## config.mk

```make
export PLATFORM = sky130hd
export DESIGN_NAME = spim_sckgen_tx
export DESIGN_NICKNAME = d
export VERILOG_FILES = /design/src/rtl/spim_pkg.sv /design/src/rtl/spim_cfg_regs.sv /design/src/rtl/spim_clk_div.sv /design/src/rtl/spim_tx_shift.sv /design/src/rtl/spim_sckgen_tx.sv
export SDC_FILE = /design/constraint.sdc
export NUM_CORES = 1
export LEC_CHECK = 0
export ABC_AREA = 1
export BUFFER_PORTS_ARGS = -buffer_cell sky130_fd_sc_hd__buf_2
export CAP_MARGIN = 20
export CORE_MARGIN = 2
export CORE_UTILIZATION = 57
export DETAILED_ROUTE_END_ITERATION = 10
export GPL_TIMING_DRIVEN = 0
export HOLD_SLACK_MARGIN = 0.05
export PLACE_DENSITY_LB_ADDON = 0.15
export SETUP_SLACK_MARGIN = 0.1
export SYNTH_ARGS = -nofsm -noshare
export SYNTH_HDL_FRONTEND = slang
export SYNTH_SLANG_ARGS = --single-unit
```

## constraint.sdc

```tcl
create_clock -name clk_i -period 2.5 [get_ports clk_i]
set_input_delay 0.125 -clock clk_i [delete_from_list [all_inputs] [get_ports clk_i]]
set_output_delay 0.125 -clock clk_i [all_outputs]
set_load 0.005 [all_outputs]
```

## src/rtl/spim_pkg.sv

```systemverilog
package spim_pkg;
  localparam int CFG_W   = 16;
  localparam int MOD_W   = 8;
  localparam int PRE_W   = 3;
  localparam int WORD_W  = 24;

  typedef struct packed {
    logic [1:0]       filt;
    logic             cpha;
    logic             cpol;
    logic             bypass;
    logic [MOD_W-1:0] modulus;
  } cfg_t;

  localparam int CFG_USED = $bits(cfg_t);

  localparam cfg_t CFG_RST = '{filt: 2'b00, cpha: 1'b1, cpol: 1'b0,
                               bypass: 1'b0, modulus: '0};
endpackage

```

## src/rtl/spim_cfg_regs.sv

```systemverilog
module spim_cfg_regs
  import spim_pkg::*;
(
  input  logic             clk_i,
  input  logic             rst_ni,
  input  logic             soft_rst_i,
  input  logic             we_i,
  input  logic [CFG_W-1:0] wdata_i,
  output cfg_t             cfg_o,
  output logic [CFG_W-1:0] rdata_o
);
  cfg_t cfg_q;

  always_ff @(posedge clk_i or negedge rst_ni) begin
    if (!rst_ni)         cfg_q <= CFG_RST;
    else if (soft_rst_i) cfg_q <= CFG_RST;
    else if (we_i)       cfg_q <= cfg_t'(wdata_i[CFG_USED-1:0]);
  end

  assign cfg_o   = cfg_q;
  assign rdata_o = {{(CFG_W-CFG_USED){1'b0}}, cfg_q};

  AST_RSV_ZERO: assert property (@(posedge clk_i) disable iff (!rst_ni)
    rdata_o[CFG_W-1:CFG_USED] == '0);
endmodule

```

## src/rtl/spim_clk_div.sv

```systemverilog
module spim_clk_div #(
  parameter int  MOD_W   = 8,
  parameter int  PRE_W   = 3,
  parameter bit  HAS_PRE = 1'b1
) (
  input  logic             clk_i,
  input  logic             rst_ni,
  input  logic             clr_i,
  input  logic             en_i,
  input  logic             bypass_i,
  input  logic [MOD_W-1:0] mod_i,
  output logic             tick_o
);
  logic             pre_done;
  logic [MOD_W-1:0] mod_q;

  generate
    if (HAS_PRE) begin : g_pre
      logic [PRE_W-1:0] pre_q;
      assign pre_done = bypass_i | (pre_q == '1);
      always_ff @(posedge clk_i or negedge rst_ni) begin
        if (!rst_ni)                 pre_q <= '0;
        else if (clr_i || !en_i)     pre_q <= '0;
        else if (bypass_i)           pre_q <= '0;
        else                         pre_q <= pre_q + 1'b1;
      end
    end else begin : g_nopre
      assign pre_done = 1'b1;
    end
  endgenerate

  assign tick_o = en_i & pre_done & (mod_q == mod_i);

  always_ff @(posedge clk_i or negedge rst_ni) begin
    if (!rst_ni)             mod_q <= '0;
    else if (clr_i || !en_i) mod_q <= '0;
    else if (pre_done)       mod_q <= (mod_q == mod_i) ? '0 : mod_q + 1'b1;
  end

  AST_MOD_BOUND: assert property (@(posedge clk_i) disable iff (!rst_ni)
    en_i && !clr_i |-> mod_q <= mod_i);
endmodule

```

## src/rtl/spim_tx_shift.sv

```systemverilog
module spim_tx_shift #(
  parameter int WORD_W = 24
) (
  input  logic              clk_i,
  input  logic              rst_ni,
  input  logic              soft_rst_i,
  input  logic              master_i,
  input  logic              cpha_i,
  input  logic              we_i,
  input  logic [WORD_W-1:0] data_i,
  input  logic              tick_i,
  output logic              busy_o,
  output logic              ph_o,
  output logic              mosi_o,
  output logic              empty_o
);
  localparam int EDGES = 2 * WORD_W;
  localparam int EW    = $clog2(EDGES);
  localparam logic [EW-1:0] LAST_EDGE = EW'(EDGES - 1);

  logic [WORD_W-1:0] hold_q, sh_q;
  logic              empty_q, busy_q, ph_q, mosi_q;
  logic [EW-1:0]     edge_q;
  logic              load, lead, drive;

  assign load  = master_i & ~busy_q & ~empty_q;
  assign lead  = ~edge_q[0];
  assign drive = lead ? cpha_i : (~cpha_i & (edge_q != LAST_EDGE));

  always_ff @(posedge clk_i or negedge rst_ni) begin
    if (!rst_ni) begin
      hold_q <= '0; sh_q <= '0; empty_q <= 1'b1; busy_q <= 1'b0;
      ph_q <= 1'b0; mosi_q <= 1'b0; edge_q <= '0;
    end else if (soft_rst_i) begin
      hold_q <= '0; sh_q <= '0; empty_q <= 1'b1; busy_q <= 1'b0;
      ph_q <= 1'b0; mosi_q <= 1'b0; edge_q <= '0;
    end else begin
      if (!master_i) begin
        busy_q <= 1'b0;
        ph_q   <= 1'b0;
        edge_q <= '0;
      end else if (busy_q) begin
        if (tick_i) begin
          ph_q <= ~ph_q;
          if (drive) begin
            mosi_q <= sh_q[WORD_W-1];
            sh_q   <= sh_q << 1;
          end
          if (edge_q == LAST_EDGE) begin
            busy_q <= 1'b0;
            edge_q <= '0;
          end else begin
            edge_q <= edge_q + 1'b1;
          end
        end
      end else if (load) begin
        busy_q  <= 1'b1;
        edge_q  <= '0;
        empty_q <= 1'b1;
        if (cpha_i) begin
          sh_q <= hold_q;
        end else begin
          mosi_q <= hold_q[WORD_W-1];
          sh_q   <= hold_q << 1;
        end
      end
      // a host write in the load cycle wins the holding register
      if (we_i) begin
        hold_q  <= data_i;
        empty_q <= 1'b0;
      end
    end
  end

  assign busy_o  = busy_q;
  assign ph_o    = ph_q;
  assign mosi_o  = mosi_q;
  assign empty_o = empty_q;

  AST_WR_CLEARS_EMPTY: assert property (@(posedge clk_i) disable iff (!rst_ni)
    we_i && !soft_rst_i |=> !empty_o);
  AST_LOAD_SETS_EMPTY: assert property (@(posedge clk_i) disable iff (!rst_ni)
    load && !we_i && !soft_rst_i |=> empty_o && busy_o);
  AST_IDLE_PHASE: assert property (@(posedge clk_i) disable iff (!rst_ni)
    !busy_q |-> !ph_q);
  AST_TOGGLE_ON_TICK: assert property (@(posedge clk_i) disable iff (!rst_ni)
    busy_q && master_i && !tick_i && !soft_rst_i |=> $stable(ph_q));
endmodule

```

## src/rtl/spim_sckgen_tx.sv

```systemverilog
module spim_sckgen_tx
  import spim_pkg::*;
(
  input  logic              clk_i,
  input  logic              rst_ni,
  input  logic              soft_rst_i,
  input  logic              master_i,
  input  logic              cfg_we_i,
  input  logic [CFG_W-1:0]  cfg_wdata_i,
  output logic [CFG_W-1:0]  cfg_o,
  input  logic              tx_we_i,
  input  logic [WORD_W-1:0] tx_data_i,
  output logic              sck_o,
  output logic              mosi_o,
  output logic              tx_empty_o
);
  cfg_t cfg;
  logic busy, ph, tick;

  spim_cfg_regs u_cfg (
    .clk_i      (clk_i),
    .rst_ni     (rst_ni),
    .soft_rst_i (soft_rst_i),
    .we_i       (cfg_we_i),
    .wdata_i    (cfg_wdata_i),
    .cfg_o      (cfg),
    .rdata_o    (cfg_o)
  );

  spim_clk_div #(.MOD_W(MOD_W), .PRE_W(PRE_W), .HAS_PRE(1'b1)) u_div (
    .clk_i    (clk_i),
    .rst_ni   (rst_ni),
    .clr_i    (soft_rst_i),
    .en_i     (busy & master_i),
    .bypass_i (cfg.bypass),
    .mod_i    (cfg.modulus),
    .tick_o   (tick)
  );

  spim_tx_shift #(.WORD_W(WORD_W)) u_tx (
    .clk_i      (clk_i),
    .rst_ni     (rst_ni),
    .soft_rst_i (soft_rst_i),
    .master_i   (master_i),
    .cpha_i     (cfg.cpha),
    .we_i       (tx_we_i),
    .data_i     (tx_data_i),
    .tick_i     (tick),
    .busy_o     (busy),
    .ph_o       (ph),
    .mosi_o     (mosi_o),
    .empty_o    (tx_empty_o)
  );

  assign sck_o = cfg.cpol ^ ph;

  AST_SOFT_RST_CFG: assert property (@(posedge clk_i) disable iff (!rst_ni)
    soft_rst_i |=> cfg_o == CFG_W'(CFG_RST) && tx_empty_o);
  AST_SLAVE_IDLE: assert property (@(posedge clk_i) disable iff (!rst_ni)
    !master_i |=> sck_o == cfg_o[9]);
endmodule

```

==> flow_summary.toml <==
[placed_design]
dp_worst_setup_slack_ns = 0.679
place_area_mm2 = 0.00477
finalWeightedCongestion = 0.864
place_inst = 717
io_buffers = 56
place_hpwl_um = 7620

[timing]
whs_ns = 0.0596
grt_setup_unrepaired = "false"
max_clock_freq_mhz = 537
tns_ns = 0
fin_crit_ns = 1.86
skew_ns = 0.0112
maxSlewViolCount = 0
finalSetupViolCount = 0
worstMarginPinSlew_ns = 0.678
timing.slew.headroom_pct = 54.6
min_period_over_period_pct = 74.5
hold_viol_final = 0
finalWorstSetupSlack_ns = 0.638

[outcome]
status = "finished, final reports clean"

[clock_tree]
insertion_delay_ns = 0.36
cts_buffers = 9
cts_root_buf = "clkbuf_8"
cts_sinks = 82
cts_tree = "done"
clk_pin_slew_ns = 0.08
h-tree-depth = 3
clockBufferDepth = 2

[power]
seqPwrFrac_pct = 48.6
design_power_total_mw = 2.97
peakVddDrop_mv = 0.408
powerDensity_mw_per_mm2 = 557
internal-power_mw = 2.08
leakage_nw = 2.61
switchingPower_uw = 889
comb_power_share_pct = 19.6
p_clk_share_pct = 31.8
sw_frac_of_total_pct = 29.9

[layout]
fin_nets = 717
final_cell_area_mm2 = 0.00534
layout.cells.non_filler = 771
n_antenna_cell = 0
fin_util_pct = 73.2
area_delta_synth_final_pct = 23.3
drive_gt1_share_pct = 16.1

[critical_path]
startpoint_type = "flip-flop"
ff2ff_path_depth = 9
path_class = "flip-flop to flip-flop"
worstReg2RegEnd = "u_tx.sh_q[23]"
crit_required_ns = 2.79
reg2reg_from = "u_tx.edge_q[0]"
end_kind = "flip-flop"
cp_max_fo = 10
ff2ff_setup_slack_ns = 0.64
worst_ep_arrival_time_ns = 2.15

[yosys]
synth-async-reset-ratio_pct = 100
yosys_warnings = 0
yosys-top-cells-area = "dfrtp_1 46%, nand2_1 11%, o21ai_0 10%"
ys.flop_type = "dfrtp_1"
synth_cell_types = 32
yosys.area.top_type = "dfrtp_1"
synth_top_area_share_pct = 46.3
postSynthCellCount = 559
yosysSeqAreaShare_pct = 47.5
synth-seq-cells = 82
synth-edff-count = 0
synth_area_per_cell_um2 = 7.74
synth_area_mm2 = 0.00433

[grt]
grt_pass1_wl_um = 18700
grtUsageMet3_pct = 5.98
antenna_found_initial = 0
top_usage_layer = "met2"
grtUsageMet1_pct = 35.4
grt_pass1_vias = 4022
grt_overflow = 0
grt_usage_pct = 27.9
grt_use_met2_pct = 49.1
grt_max_degree = 49

[floorplanning]
start_util_pct = 59.4
rows = 31
coreArea_mm2 = 0.00729
die_area_mm2 = 0.00831
die_y_um = 91.1
io_pins = 65
die_w_um = 91.1

[worst_hold_path]
holdCritPathClass = "input pin to flip-flop"
min_path_cells = 3
holdPathEnd = "u_tx.empty_o"
min_from = "soft_rst_i"

[drt]
vias = 4170
firstDrtPassIters = 5
initialDrtViolationCount = 205
wl_per_cell_um = 14.2
vias_per_cell = 5.41
drc = 0
wl_um = 11000
ant_nets = 0

[flow_run]
drv_cap = 0
[worst max-delay path, cell delays in order (launching register included)]
cell     delay (ns)
dfrtp_1        0.40
ha_1           0.22
nand2_1        0.10
nor2_1         0.05
nand3_1        0.09
nand2_1        0.14
a21oi_4        0.27
buf_2          0.27
nand3_1        0.11
o21ai_1        0.13
[cell usage in the layout, fill, tap and decap left out, types with 8 or more instances in the layout]
master,netlist,final
nor2_1,22,22
clkbuf_8,0,9
o21ai_0,88,88
clkbuf_1,17,19
nand2_1,130,130
dlygate4sd3_1,0,38
a21oi_1,11,11
buf_4,7,8
dfrtp_1,80,80
nand3_1,77,77
nand4_1,18,18
buf_2,8,63
inv_1,51,51
[logic make-up (layout without fill, tap and decap cells)]
logic type | count (synthesis) | count (layout) | share of synthesized area, %
and+or+nand+nor | 261 | 261 | 27.1
xor gates and xnor gates | 6 | 6 | 1.21
adders and majority gates | 4 | 4 | 1.16
buffers and inverters | 95 | 206 | 9.77
DFF | 82 | 82 | 47.5
AOI/OAI and AO/OA | 110 | 110 | 13.2
other | 1 | 3 | 0.0866
[per-layer routing]
layer  up-vias  part of all wire (%)
li1       2050                     -
met3        17                   6.7
met5         -                     0
met4         0                   1.3
met2       148                    50
met1      1955                    42
[how the worst max path moves through the flow]
| stage | start | to | slack [ns] | cells past startpoint |
|---|---|---|---|---|
| global route | u_tx.edge_q[0] | u_tx.sh_q[22] | 0.50 | 9 |
| detailed placement | u_tx.edge_q[0] | u_tx.sh_q[13] | 0.68 | 9 |
| global placement | rst_ni | u_tx.hold_q[10] | 0.66 | 1 |
| finish | u_tx.edge_q[0] | u_tx.sh_q[23] | 0.64 | 9 |
| floorplan | u_div.g_pre.pre_q[0] | u_tx.sh_q[1] | 0.95 | 10 |
| CTS | u_tx.edge_q[0] | u_tx.sh_q[23] | 0.66 | 9 |
[power by group through the flow]
| stage | sequential (mW) | combinational, mW | clock, mW |
|---|---|---|---|
| 5_1_grt | 1.45 | 0.653 | 1.01 |
| 4_1_cts | 1.44 | 0.579 | 0.956 |
| 6_report | 1.44 | 0.584 | 0.944 |
| 2_1_floorplan | 1.46 | 0.348 | 0 |
| 3_3_place_gp | 1.47 | 0.513 | 0 |
| 3_5_place_dp | 1.47 | 0.532 | 0 |
[registers in the layout, indices dropped and copies added, names as in the netlist]
name and flops:
u_cfg.cfg_o 13, u_div.g_pre.pre_q 3, u_div.mod_q 8, u_tx.busy_o 1, u_tx.edge_q 6, u_tx.empty_o 1
u_tx.hold_q 24, u_tx.mosi_o 1, u_tx.ph_o 1, u_tx.sh_q 24
[cell usage after synthesis, types with 2 or more instances]
cell type	n
xnor2_1	3
nand4_1	18
dfrtp_1	80
nand2_4	2
nand2_2	2
buf_1	2
o21ai_1	5
nor3_1	5
dfstp_2	2
nand3_1	77
clkbuf_1	17
buf_6	4
o21ai_0	88
buf_2	8
buf_4	7
ha_1	4
nor2_1	22
inv_2	6
nand2_1	130
nor2_2	3
inv_1	51
a21oi_1	11
xor2_1	3
[area by class of cell]
cell class              count  area (µm²)
plain buffers              38         209
clock buffers              11         131
clock inverters             5        55.1
fillers                   564        1960
inverters                  57         214
multi-input cells         384        1860
flip-flops and latches     82        2050
well taps                  99         124
repair buffers             95         691
[timing repair]
| item | in CTS | in global routing |
|---|---|---|
| hold endpoints to repair | 69 | 0 |
| hold buffers | 38 | 0 |
| setup buffers | 0 | 0 |
| gates resized for setup | 0 | 0 |
No activity file was read; power rests on OpenSTA's default activity.
